### src/rtl/dmag_pkg.sv
package dmag_pkg;
  localparam int unsigned DW = 32;
  localparam int unsigned AW = 13;

  localparam logic [AW-1:0] OFS_CTRL = 13'h1000;
  localparam logic [AW-1:0] OFS_PEND = 13'h1004;
  localparam logic [AW-1:0] OFS_BELL = 13'h100C;
  localparam logic [AW-1:0] OFS_MASK = 13'h101C;

  localparam int unsigned BIT_EN   = 0;
  localparam int unsigned BIT_AERR = 2;
  localparam int unsigned BIT_HALT = 3;
  localparam int unsigned BIT_PERF = 31;

  typedef struct packed {
    logic ctrl;
    logic pend;
    logic bell;
    logic mask;
  } sel_t;
endpackage

### src/rtl/dmag_decode.sv
module dmag_decode
  import dmag_pkg::*;
(
  input  logic          req_i,
  input  logic          we_i,
  input  logic [AW-1:0] addr_i,
  output sel_t          wr_o,
  output sel_t          rd_o
);
  sel_t hit;

  always_comb begin
    hit.ctrl = (addr_i == OFS_CTRL);
    hit.pend = (addr_i == OFS_PEND);
    hit.bell = (addr_i == OFS_BELL);
    hit.mask = (addr_i == OFS_MASK);
    wr_o = (req_i &&  we_i) ? hit : '0;
    rd_o = (req_i && !we_i) ? hit : '0;
  end
endmodule

### src/rtl/dmag_ctrl.sv
module dmag_ctrl (
  input  logic clk_i,
  input  logic rst_ni,
  input  logic wr_i,
  input  logic en_d_i,
  input  logic perf_d_i,
  input  logic halt_keep_i,
  input  logic aerr_keep_i,
  input  logic halt_ev_i,
  input  logic aerr_ev_i,
  output logic en_o,
  output logic perf_o,
  output logic halt_o,
  output logic aerr_o
);
  always_ff @(posedge clk_i or negedge rst_ni) begin
    if (!rst_ni) begin
      en_o   <= 1'b0;
      perf_o <= 1'b0;
      halt_o <= 1'b0;
      aerr_o <= 1'b0;
    end else begin
      if (wr_i) begin
        en_o   <= en_d_i;
        perf_o <= perf_d_i;
      end
      // event wins over a clearing write
      halt_o <= (halt_o & (~wr_i | halt_keep_i)) | halt_ev_i;
      aerr_o <= (aerr_o & (~wr_i | aerr_keep_i)) | aerr_ev_i;
    end
  end
endmodule

### src/rtl/dmag_pend.sv
module dmag_pend #(
  parameter int unsigned NUM_CH = 32
) (
  input  logic              clk_i,
  input  logic              rst_ni,
  input  logic              wr_i,
  input  logic [NUM_CH-1:0] keep_i,
  input  logic [NUM_CH-1:0] done_i,
  output logic [NUM_CH-1:0] pend_o
);
  for (genvar i = 0; i < NUM_CH; i++) begin : g_bit
    always_ff @(posedge clk_i or negedge rst_ni) begin
      if (!rst_ni) pend_o[i] <= 1'b0;
      else         pend_o[i] <= (pend_o[i] & (~wr_i | keep_i[i])) | done_i[i];
    end
  end
endmodule

### src/rtl/dmag_top.sv
module dmag_top
  import dmag_pkg::*;
#(
  parameter int unsigned NUM_CH = 32
) (
  input  logic              clk_i,
  input  logic              rst_ni,
  input  logic              req_i,
  input  logic              we_i,
  input  logic [AW-1:0]     addr_i,
  input  logic [DW-1:0]     wdata_i,
  output logic [DW-1:0]     rdata_o,
  input  logic [NUM_CH-1:0] chan_done_i,
  input  logic [NUM_CH-1:0] chan_halt_i,
  input  logic [NUM_CH-1:0] chan_aerr_i,
  output logic [NUM_CH-1:0] fetch_o,
  output logic [NUM_CH-1:0] prog_mask_o,
  output logic              ctrl_en_o,
  output logic              perf_o,
  output logic              irq_o
);
  sel_t wr_sel, rd_sel;
  logic halt_q, aerr_q;
  logic [NUM_CH-1:0] pend_q;

  dmag_decode i_decode (
    .req_i (req_i),
    .we_i  (we_i),
    .addr_i(addr_i),
    .wr_o  (wr_sel),
    .rd_o  (rd_sel)
  );

  dmag_ctrl i_ctrl (
    .clk_i      (clk_i),
    .rst_ni     (rst_ni),
    .wr_i       (wr_sel.ctrl),
    .en_d_i     (wdata_i[BIT_EN]),
    .perf_d_i   (wdata_i[BIT_PERF]),
    .halt_keep_i(wdata_i[BIT_HALT]),
    .aerr_keep_i(wdata_i[BIT_AERR]),
    .halt_ev_i  (|chan_halt_i),
    .aerr_ev_i  (|chan_aerr_i),
    .en_o       (ctrl_en_o),
    .perf_o     (perf_o),
    .halt_o     (halt_q),
    .aerr_o     (aerr_q)
  );

  dmag_pend #(.NUM_CH(NUM_CH)) i_pend (
    .clk_i (clk_i),
    .rst_ni(rst_ni),
    .wr_i  (wr_sel.pend),
    .keep_i(wdata_i[NUM_CH-1:0]),
    .done_i(chan_done_i),
    .pend_o(pend_q)
  );

  always_ff @(posedge clk_i or negedge rst_ni) begin
    if (!rst_ni) begin
      fetch_o     <= '0;
      prog_mask_o <= '0;
    end else begin
      fetch_o <= wr_sel.bell ? wdata_i[NUM_CH-1:0] : '0;
      if (wr_sel.mask) prog_mask_o <= wdata_i[NUM_CH-1:0];
    end
  end

  assign irq_o = ctrl_en_o & (|pend_q);

  always_comb begin
    rdata_o = '0;
    if (rd_sel.ctrl) begin
      rdata_o[BIT_EN]   = ctrl_en_o;
      rdata_o[BIT_AERR] = aerr_q;
      rdata_o[BIT_HALT] = halt_q;
      rdata_o[BIT_PERF] = perf_o;
    end
    if (rd_sel.pend) rdata_o[NUM_CH-1:0] = pend_q;
    if (rd_sel.mask) rdata_o[NUM_CH-1:0] = prog_mask_o;
  end
endmodule

### config.mk
export PLATFORM = sky130hd
export DESIGN_NAME = dmag_top
export DESIGN_NICKNAME = d
export VERILOG_FILES = /design/src/rtl/dmag_pkg.sv /design/src/rtl/dmag_decode.sv /design/src/rtl/dmag_ctrl.sv /design/src/rtl/dmag_pend.sv /design/src/rtl/dmag_top.sv
export SDC_FILE = /design/constraint.sdc
export NUM_CORES = 1
export LEC_CHECK = 0
export ABC_CLOCK_PERIOD_IN_PS = 3800
export BUFFER_PORTS_ARGS = -buffer_cell sky130_fd_sc_hd__buf_2
export CORE_MARGIN = 5
export CORE_UTILIZATION = 25
export CTS_CLUSTER_DIAMETER = 200
export CTS_CLUSTER_SIZE = 40
export DETAILED_ROUTE_END_ITERATION = 10
export GPL_ROUTABILITY_DRIVEN = 0
export SYNTH_ARGS = -nofsm -noshare
export SYNTH_HDL_FRONTEND = slang
export SYNTH_SLANG_ARGS = --single-unit
export TNS_END_PERCENT = 30
### constraint.sdc
create_clock -name clk_i -period 3.8 [get_ports clk_i]
set_clock_uncertainty 0.15 [all_clocks]
set_input_delay 0.19 -clock clk_i [delete_from_list [all_inputs] [get_ports clk_i]]
set_output_delay 0.19 -clock clk_i [all_outputs]
set_load 0.01 [all_outputs]
# Word level (Yosys, flattened, before mapping)

Index checks and enable logic that the tools add are counted.

Flip-flop bits (word level): 100
Input port bits: 145
Output and inout port bits: 99
Logic and storage cells: 161

Eq/ne operators: 4
Multiplexer cells: 8
Bitwise gates (word level): 105
Reduce and logical (&&, ||, !) cells: 6

Operators by type and width:

| cell                                   | number |
|---|---|
| 32-bit two-way mux                     | 3 |
| 32-bit OR reduction                    | 3 |
| 1-bit OR                               | 68 |
| 13-bit == test (second input constant) | 4 |
| 1-bit bitwise AND                      | 35 |
| 4-bit two-way mux                      | 2 |
| 1-bit logical AND                      | 2 |
| 1-bit two-way mux                      | 2 |
| 2-bit two-way mux                      | 1 |
| 1-bit inverter                         | 2 |
| 1-bit zero test                        | 1 |

# Logic depth before layout (Yosys ltp)

Gate-level depths: netlist of run 1.

Word-level depth: 6
Gate-level depth with buffers: 6
Depth with buffers taken out: 4

# Modules after synthesis

Synthesis of run 1 repeated with hierarchy kept, for this count alone.

Cells, all modules: 347
Area total of the unflattened synthesis: 4359.2 µm²

By module, submodules not included:

| module      | instances | cells each | area each (µm²) | seq. area each (µm²) |
|---|---|---|---|---|
| dmag_top    | 1         | 220        | 2793.9          | 1601.5 |
| dmag_pend   | 1         | 99         | 1263.7          | 800.8 |
| dmag_decode | 1         | 18         | 151.4           | 0.0 |
| dmag_ctrl   | 1         | 10         | 150.1           | 100.1 |

# Worst setup path after synthesis of run 1

Ideal clock, no wire load.

Kind: input -> output
From: input addr_i[9]
To: output rdata_o[11]
Arrival time: 1.393 ns
Data required time: 3.460 ns
Setup slack: 2.067 ns
Stages: 6
Buffers on the path: 2
Cells stage by stage: nor4_4 -> and3_2 -> and4bb_1 -> buf_4 -> buf_6 -> a22o_1

Word-level cells in the longest chain between the ends: 4
Elaborated cells between the ends (all ways): 5
Those cells by class: eq/ne (2); mux (3)

RTL lines:

| what                 | line              | source |
|---|---|---|
| start, declared      | dmag_top.sv:10    | `input logic [AW-1:0] addr_i,` |
| 13-bit == test       | dmag_decode.sv:14 | `hit.pend = (addr_i == OFS_PEND);` |
| 4-bit two-way mux *  | dmag_decode.sv:18 | `rd_o = (req_i && !we_i) ? hit : '0;` |
| 32-bit two-way mux   | dmag_top.sv:79    | `if (rd_sel.pend) rdata_o[NUM_CH-1:0] = pend_q;` |
| 32-bit two-way mux * | dmag_top.sv:80    | `if (rd_sel.mask) rdata_o[NUM_CH-1:0] = prog_mask_o;` |
| end, declared        | dmag_top.sv:12    | `output logic [DW-1:0] rdata_o,` |

Every way passes the cells marked *; elsewhere a longest branch is shown, timed or not.

# Final worst setup path of run 1

From: input chan_halt_i[25]
To: register i_ctrl.halt_o

Word-level cells in the longest chain between the ends: 2

RTL lines:

| what                 | line            | source |
|---|---|---|
| start, declared      | dmag_top.sv:14  | `input logic [NUM_CH-1:0] chan_halt_i,` |
| 32-bit OR reduction  | dmag_top.sv:42  | `.halt_ev_i (\|chan_halt_i),` |
| 1-bit OR             | dmag_ctrl.sv:28 | `halt_o <= (halt_o & (~wr_i \| halt_keep_i)) \| halt_ev_i;` |
| end signal, assigned | dmag_ctrl.sv:28 |  |
| end, declared        | dmag_ctrl.sv:13 | `output logic halt_o,` |

Every way passes these cells.
A chain may end at the register's enable or synchronous reset.

==> flow_summary.rst, run 1 <==
.. list-table::
   :header-rows: 1

   * - Metric
     - Value
   * - Share of async-settable or async-resettable flops after synthesis
     - 100%
   * - Number of enable-type register cells in the synthesized netlist
     - 0
   * - Top-area cell type share of the netlist area
     - 56.9%
   * - Yosys synthesis warning count
     - 0
   * - Ratio of total power to cell area
     - 309 nW/µm²
   * - Type of the tightest min-delay check
     - primary input to flop
   * - Startpoint types
     - primary input
   * - Insertion delay of the later-clocked pin in the worst-skew pair
     - 350 ps
   * - Placed cell areas
     - 5860 µm²
   * - Post-route standard cell area excluding fillers
     - 7200 µm²
   * - Buffer depth of the longest clock path
     - 2
   * - Floorplan Core Area
     - 17300 µm²
   * - Area of the die
     - 20400 µm²
   * - Final routed wire length divided by cell count
     - 17.4 µm
   * - Final net count
     - 833
   * - Total vias in the final route
     - 4185
   * - Endpoint required time on the critical path
     - 3890 ps
   * - Initial antenna violation count
     - 0
   * - Setup crit end kind
     - flop
   * - Pin count of the biggest net entering global routing
     - 43
   * - Relative slew slack
     - 60.7%
   * - Length of routed met3 wiring
     - 1350 µm
   * - CTS tree
     - built
   * - Most area-hungry cell type in the Yosys netlist
     - sky130_fd_sc_hd__dfrtp_1
   * - Final setup vio count
     - 0
   * - Number of hold buffers added after cts
     - 102
   * - Number of H-tree levels
     - 3
   * - Leakage power of the design
     - 3.58 nW
   * - Net count after synthesis
     - 486
   * - Die Width
     - 143 µm
   * - Share of the yosys chip area belonging to registers
     - 56.9%
   * - Pins Over Slew Limit
     - 0
   * - Synthesized instance count
     - 341
   * - Worst path cell trace
     - dlygate4sd3_1 -> buf_2 -> nor4_1 -> dlygate4sd3_1 -> nand4_1 -> dlygate4sd3_1 -> nor2_1 -> dlygate4sd3_1 -> nand2_1
   * - Detail Placement HPWL
     - 11600 µm
   * - Launching element of the worst setup path
     - chan_halt_i[25]
   * - Resize count post-CTS
     - 0
   * - Worst slack on hold paths
     - 9.53 ps
   * - First-pass GRT wire length
     - 24100 µm
   * - Number of iterations in the first detailed-routing pass
     - 4
   * - Most frequent cells after synthesis
     - sky130_fd_sc_hd__dfrtp_1, sky130_fd_sc_hd__o21ai_0, sky130_fd_sc_hd__and2_1, sky130_fd_sc_hd__nand2b_1, sky130_fd_sc_hd__mux2_4
   * - Post-synthesis instance area
     - 4400 µm²
   * - Outcome
     - finished clean
   * - Final period util
     - 74.0%
   * - Number of inserted diodes
     - 0
   * - PortBufs
     - 243
   * - Total power consumption of the routed design
     - 2.22 mW
   * - Mean number of vias per cell
     - 4.56
   * - Most used flip-flop cell after synthesis
     - sky130_fd_sc_hd__dfrtp_1
   * - Post-CTS setup buffer count
     - 0
   * - CTS Buf Count
     - 9
   * - Period minus WS final
     - 2810 ps
   * - Number of fill cells
     - 1658
   * - Pin slew with the least headroom to its limit
     - 588 ps
   * - Cell with the largest stage delay on the worst path
     - sky130_fd_sc_hd__dlygate4sd3_1
   * - RSZ-0062 raised after global routing
     - false
   * - Detail Route met2 WL
     - 7970 µm
   * - Root Buffer Master
     - sky130_fd_sc_hd__clkbuf_16
   * - Total Wirelength
     - 16000 µm
   * - #FFs+latches synth
     - 100
   * - Wire length the detailed router placed on met1
     - 6430 µm
   * - First-iteration detailed-routing DRC count
     - 87
   * - Number of global-route vias before repair
     - 4460
   * - Avg Cell Area, Syn
     - 12.9 µm²
   * - Max stage delay on crit path
     - 580 ps
   * - Number of cells on the worst reg-to-reg path
     - 3
   * - Clock sink count
     - 100
   * - Classification of the worst setup path
     - primary input to flop
   * - Largest driver fanout on the critical path
     - 1
   * - Achievable clock frequency
     - 355 MHz
   * - Synth cell types
     - 31
   * - Arrival time of data at the critical path endpoint
     - 2900 ps
   * - Top cells by area in the synthesized netlist
     - sky130_fd_sc_hd__dfrtp_1, sky130_fd_sc_hd__mux2_4, sky130_fd_sc_hd__a22o_1
   * - Layout overhead on the synthesized area
     - 63.6%
   * - Critical path endpoint
     - i_ctrl.halt_o
   * - Uppermost layer routed
     - met4
   * - Number of violations of the max-capacitance limit
     - 0
   * - Floorplan die height
     - 143 µm
   * - Number of hold-slack violations in the final timing report
     - 0
   * - Critical path's most frequent cell
     - sky130_fd_sc_hd__dlygate4sd3_1
   * - Worst reg2reg endpoint
     - i_pend.pend_o[31]
   * - VDD IR-drop max
     - 0.229 mV
   * - Startpoint of the lowest-slack register-to-register path
     - i_pend.pend_o[31]
   * - Share of cells above drive strength 1
     - 44.3%
   * - Number of remaining DRC errors
     - 0
   * - Most repeated cell in the gate-level netlist after synthesis
     - sky130_fd_sc_hd__dfrtp_1
   * - Initial core utilization
     - 25.4%
   * - Overall fraction of global-route tracks in use
     - 15.5%
   * - Gr ovfl total
     - 0
   * - Standard-cell row count
     - 48
   * - Number of ports placed on the die boundary
     - 244
   * - Clock transition at the register clock pins on the worst setup and hold paths after CTS
     - 70 ps
   * - Reg-to-reg setup timing slack
     - 2370 ps
   * - Setup TNS
     - 0 ps
   * - Antenna-violating nets left
     - 0
registers in the layout, summed over array words and instances, names as in the netlist:
name and cells:
i_pend.pend_o 32, prog_mask_o 32, fetch_o 32, i_ctrl.halt_o 1, i_ctrl.en_o 1, i_ctrl.aerr_o 1, i_ctrl.perf_o 1
worst min path at each step:
stage / from / to / depth (start not counted)
floorplan: rst_ni / fetch_o[0] / 0
global placement: rst_ni / prog_mask_o[27] / 1
detailed placement: rst_ni / prog_mask_o[27] / 1
CTS: wdata_i[0] / fetch_o[0] / 2
global route: wdata_i[0] / fetch_o[0] / 2
finish: wdata_i[0] / fetch_o[0] / 2
area by class of cell:
type / instances / area, µm² / area share, %
flip-flops and latches: 100 / 2500 / 34.8
repair buffers: 352 / 2290 / 31.9
multi-input cells: 225 / 1800 / 25.0
well taps: 225 / 282 / 3.91
clock buffers: 9 / 225 / 3.13
clock inverters: 7 / 93.8 / 1.30
where the power goes:
group,total [mW],leakage (nW),internal [mW],switching [mW]
combinational,0.187,2.21,0.112,0.0755
sequential,1.06,1.22,1.06,0.000438
clock,0.973,0.153,0.529,0.444
critical path: cells and delay by family:
kind,cells,cell delay (ps)
buf+inv,5,2340
simple gates,4,360
metrics by stage:
stage | worst slack (ps) | util, % | std cells
finish | 986 | 41.6 | 918
global route | 876 | 41.6 | 918
CTS | 1000 | 41.6 | 918
detailed placement | 1380 | 33.9 | 800
global placement | 1410 | 33.9 | 800
floorplan | 2070 | - | 341
logic make-up (layout without fill, tap and decap cells):
group	Yosys count	count (layout)	synth area share [%]
AOI/OAI and AO/OA	67	67	10.4
muxes	38	38	12.2
buffers and inverters	16	368	2.39
and+or+nand+nor	120	120	18.1
DFF	100	100	56.9
placed cells by master (no fill, tap or decap):
master and n:
sky130_fd_sc_hd__and4bb_1 1, sky130_fd_sc_hd__mux2_4 30, sky130_fd_sc_hd__clkinv_8 1, sky130_fd_sc_hd__nor4bb_1 1, sky130_fd_sc_hd__nand2b_1 32, sky130_fd_sc_hd__nor2b_1 1
sky130_fd_sc_hd__clkbuf_16 9, sky130_fd_sc_hd__nor3b_4 1, sky130_fd_sc_hd__dlygate4sd3_1 102, sky130_fd_sc_hd__mux2i_1 4, sky130_fd_sc_hd__nor4_2 1, sky130_fd_sc_hd__nand4_1 10
sky130_fd_sc_hd__clkinvlp_4 1, sky130_fd_sc_hd__inv_6 1, sky130_fd_sc_hd__o21ai_0 34, sky130_fd_sc_hd__and3_2 1, sky130_fd_sc_hd__dfrtp_1 100, sky130_fd_sc_hd__buf_4 8
sky130_fd_sc_hd__bufinv_16 1, sky130_fd_sc_hd__buf_2 242, sky130_fd_sc_hd__and2_1 32, sky130_fd_sc_hd__nor2_1 3, sky130_fd_sc_hd__and4b_1 1, sky130_fd_sc_hd__nor4_1 24
sky130_fd_sc_hd__nor4b_2 1, sky130_fd_sc_hd__o2bb2ai_1 4, sky130_fd_sc_hd__and3b_1 1, sky130_fd_sc_hd__a22o_1 28, sky130_fd_sc_hd__mux2_2 4, sky130_fd_sc_hd__o21a_1 1
sky130_fd_sc_hd__and3_1 2, sky130_fd_sc_hd__nor3_1 1, sky130_fd_sc_hd__inv_8 2, sky130_fd_sc_hd__nor2_2 1, sky130_fd_sc_hd__nor4_4 1, sky130_fd_sc_hd__nand4_4 1
sky130_fd_sc_hd__clkinv_4 1, sky130_fd_sc_hd__nand2_1 4
metal layers:
layer  vias up  GRT usage (%)
met5         -              0
met4         0           5.10
met3        20           4.09
met2       213           27.5
met1      2007           18.1
li1       1945              -
(Power assumes the default switching activity.)
==> inputs of run 2 (changes only) <==
--- a/config.mk
+++ b/config.mk
@@ -5,7 +5,7 @@
 export SDC_FILE = /design/constraint.sdc
 export NUM_CORES = 1
 export LEC_CHECK = 0
-export ABC_CLOCK_PERIOD_IN_PS = 3800
+export ABC_CLOCK_PERIOD_IN_PS = 2700
 export BUFFER_PORTS_ARGS = -buffer_cell sky130_fd_sc_hd__buf_2
 export CORE_MARGIN = 5
 export CORE_UTILIZATION = 25
==> constraint.sdc (replaced) <==
create_clock -name clk_i -period 2.7 [get_ports clk_i]
set_clock_uncertainty 0.15 [all_clocks]
set_input_delay 0.135 -clock clk_i [delete_from_list [all_inputs] [get_ports clk_i]]
set_output_delay 0.135 -clock clk_i [all_outputs]
set_load 0.01 [all_outputs]
==> run 2 against run 1 <==
Net effect:
- die area did not move
- global-route usage grew 0.21 points
- utilization increased by 0.51 points
- clock power rose by 42%
- flip-flop and latch count stayed put
- critical path depth is 1 lower
- sequential power increased by 42%
- count of clock-buffer cells in the layout unchanged
- largest cell class unchanged
- largest power group unchanged
- highest routed layer unchanged
==> flow_summary.rst, run 2 (synthesis results as in run 1) <==
.. list-table::
   :header-rows: 1

   * - Metric
     - Value
   * - Relative slew slack
     - 53.1% (-7.7 points)
   * - Endpoint required time on the critical path
     - 2790 ps (-1100 ps)
   * - Final routed wire length divided by cell count
     - 17.4 µm (+0.17%)
   * - Layout overhead on the synthesized area
     - 65.6%
   * - Leading cell types in the layout, fill and taps excluded
     - sky130_fd_sc_hd__buf_2, sky130_fd_sc_hd__dlygate4sd3_1, sky130_fd_sc_hd__dfrtp_1, sky130_fd_sc_hd__o21ai_0
   * - CTS Buf Count
     - 9 (unchanged)
   * - First-pass GRT wire length
     - 24400 µm (+1.1%)
   * - Wire length the detailed router placed on met1
     - 6440 µm (+0.23%)
   * - VDD IR-drop max
     - 0.275 mV (+20%)
   * - Die Width
     - 143 µm (unchanged)
   * - Pin slew with the least headroom to its limit
     - 704 ps (+116 ps)
   * - Resize count post-CTS
     - 0 (unchanged)
   * - Final setup vio count
     - 0 (unchanged)
   * - Leakage power of the design
     - 3.61 nW (+0.74%)
   * - PortBufs
     - 243 (unchanged)
   * - Post-route standard cell area excluding fillers
     - 7280 µm² (+1.2%)
   * - Number of remaining DRC errors
     - 0 (unchanged)
   * - Number of hold-slack violations in the final timing report
     - 0 (unchanged)
   * - Standard-cell row count
     - 48 (unchanged)
   * - Final period util
     - 83.9%
   * - Total Wirelength
     - 16200 µm (+1.0%)
   * - Area of the die
     - 20400 µm² (unchanged)
   * - Insertion delay of the later-clocked pin in the worst-skew pair
     - 350 ps (about the same)
   * - Floorplan Core Area
     - 17300 µm² (unchanged)
   * - Number of H-tree levels
     - 3 (unchanged)
   * - Outcome
     - finished clean
   * - Ratio of total power to cell area
     - 432 nW/µm² (+40%)
   * - Largest driver fanout on the critical path
     - 1 (unchanged)
   * - Antenna-violating nets left
     - 0 (unchanged)
   * - First-iteration detailed-routing DRC count
     - 169 (+94%)
   * - Uppermost layer routed
     - met4
   * - Arrival time of data at the critical path endpoint
     - 2360 ps (-540 ps)
   * - Total vias in the final route
     - 4194 (+0.22%)
   * - Overall fraction of global-route tracks in use
     - 15.7% (+0.21 points)
   * - Placed cell areas
     - 5880 µm² (+0.34%)
   * - CTS tree
     - built
   * - RSZ-0062 raised after global routing
     - false
   * - Number of violations of the max-capacitance limit
     - 0 (unchanged)
   * - Setup crit end kind
     - flop
   * - Post-CTS setup buffer count
     - 0 (unchanged)
   * - Share of cells above drive strength 1
     - 43.9% (-0.36 points)
   * - Mean number of vias per cell
     - 4.53 (-0.65%)
   * - Clock transition at the register clock pins on the worst setup and hold paths after CTS
     - 80 ps (about the same)
   * - Pin count of the biggest net entering global routing
     - 68 (+58%)
   * - Number of ports placed on the die boundary
     - 244 (unchanged)
   * - Setup TNS
     - 0 ps (unchanged)
   * - Pins Over Slew Limit
     - 0 (unchanged)
   * - Startpoint types
     - primary input
   * - Final net count
     - 841 (+0.96%)
   * - Length of routed met3 wiring
     - 1360 µm (+0.59%)
   * - Initial core utilization
     - 25.4% (unchanged)
   * - Startpoint of the lowest-slack register-to-register path
     - i_pend.pend_o[1]
   * - Initial antenna violation count
     - 0 (unchanged)
   * - Launching element of the worst setup path
     - chan_halt_i[6]
   * - Detail Placement HPWL
     - 11600 µm (+0.15%)
   * - Type of the tightest min-delay check
     - primary input to asynchronous set/reset pin
   * - Root Buffer Master
     - sky130_fd_sc_hd__clkbuf_16
   * - Leading registers by flop count
     - fetch_o (32), i_pend.pend_o (32), prog_mask_o (32)
   * - Most common cell after layout, fill and taps aside
     - sky130_fd_sc_hd__buf_2
   * - Achievable clock frequency
     - 441 MHz
   * - Floorplan die height
     - 143 µm (unchanged)
   * - Gr ovfl total
     - 0 (unchanged)
   * - Buffer depth of the longest clock path
     - 2 (unchanged)
   * - Clock sink count
     - 100 (unchanged)
   * - Period minus WS final
     - 2270 ps
   * - Detail Route met2 WL
     - 8140 µm (+2.1%)
   * - Number of global-route vias before repair
     - 4589 (+2.9%)
   * - Number of inserted diodes
     - 0 (unchanged)
   * - Classification of the worst setup path
     - primary input to flop
   * - Number of iterations in the first detailed-routing pass
     - 4 (unchanged)
[run 2: cell types whose count changed in the layout (fill, tap and decap cells not counted), sizes merged]
| cell | previous run | this run |
|---|---|---|
| dlygate4sd3 | 102 | 109 |
| buf | 250 | 251 |
[run 2: critical path, cell delays in order]
cell and delay, ps:
sky130_fd_sc_hd__dlygate4sd3_1 520, sky130_fd_sc_hd__buf_2 120, sky130_fd_sc_hd__nor4_1 190, sky130_fd_sc_hd__dlygate4sd3_1 580, sky130_fd_sc_hd__nand4_1 70, sky130_fd_sc_hd__dlygate4sd3_1 570
sky130_fd_sc_hd__nor2_1 120, sky130_fd_sc_hd__nand2_1 60
[run 2: stage by stage]
step	hold WS (ps)	util, %	worst slack (ps)	instances	power [mW]
global route	163	42.1	311	926	3.28
global placement	-26.3	34.0	629	801	1.72
detailed placement	-18.3	34.0	603	801	1.72
finish	137	42.1	433	926	3.15
CTS	135	42.1	324	926	3.20
floorplan	-311	-	1080	341	1.55
[run 2: what timing repair did]
action                                  in CTS  in global routing
endpoints found under the setup margin       0                  0
hold buffers                               109                  0
hold endpoints to repair                   133                  0
[run 2: area by class of cell]
cell class	instances	area [µm²]
Multi-Input combinational cell	225	1800
Clock buffer	9	225
Clock inverter	7	91.3
Timing Repair Buffer	360	2380
Tap cell	225	282
Sequential cell	100	2500
Fill cell	1629	10000
[run 2: path summary, 6_finish.rpt]
kind,slack [ps],to,depth (start not counted)
max,430,i_ctrl.halt_o,8
min,140,fetch_o[31],2
max reg2reg,1260,i_pend.pend_o[1],3
min reg2reg,360,i_ctrl.aerr_o,2
max in group asynchronous,1530,i_ctrl.halt_o,3
min in group clk_i,200,i_ctrl.aerr_o,5
[run 2: layer usage]
layer / up-vias / global-route usage, %
li1: 1958 / -
met1: 2011 / 18.2
met2: 209 / 28.0
met3: 16 / 5.02
met4: 0 / 3.85
met5: - / 0
[run 2: power breakdown]
group          total (mW)  switching (mW)  internal [mW]
logic               0.270           0.108          0.162
clock network        1.38           0.638          0.742
registers            1.50        0.000601           1.50
total                3.15           0.747           2.40
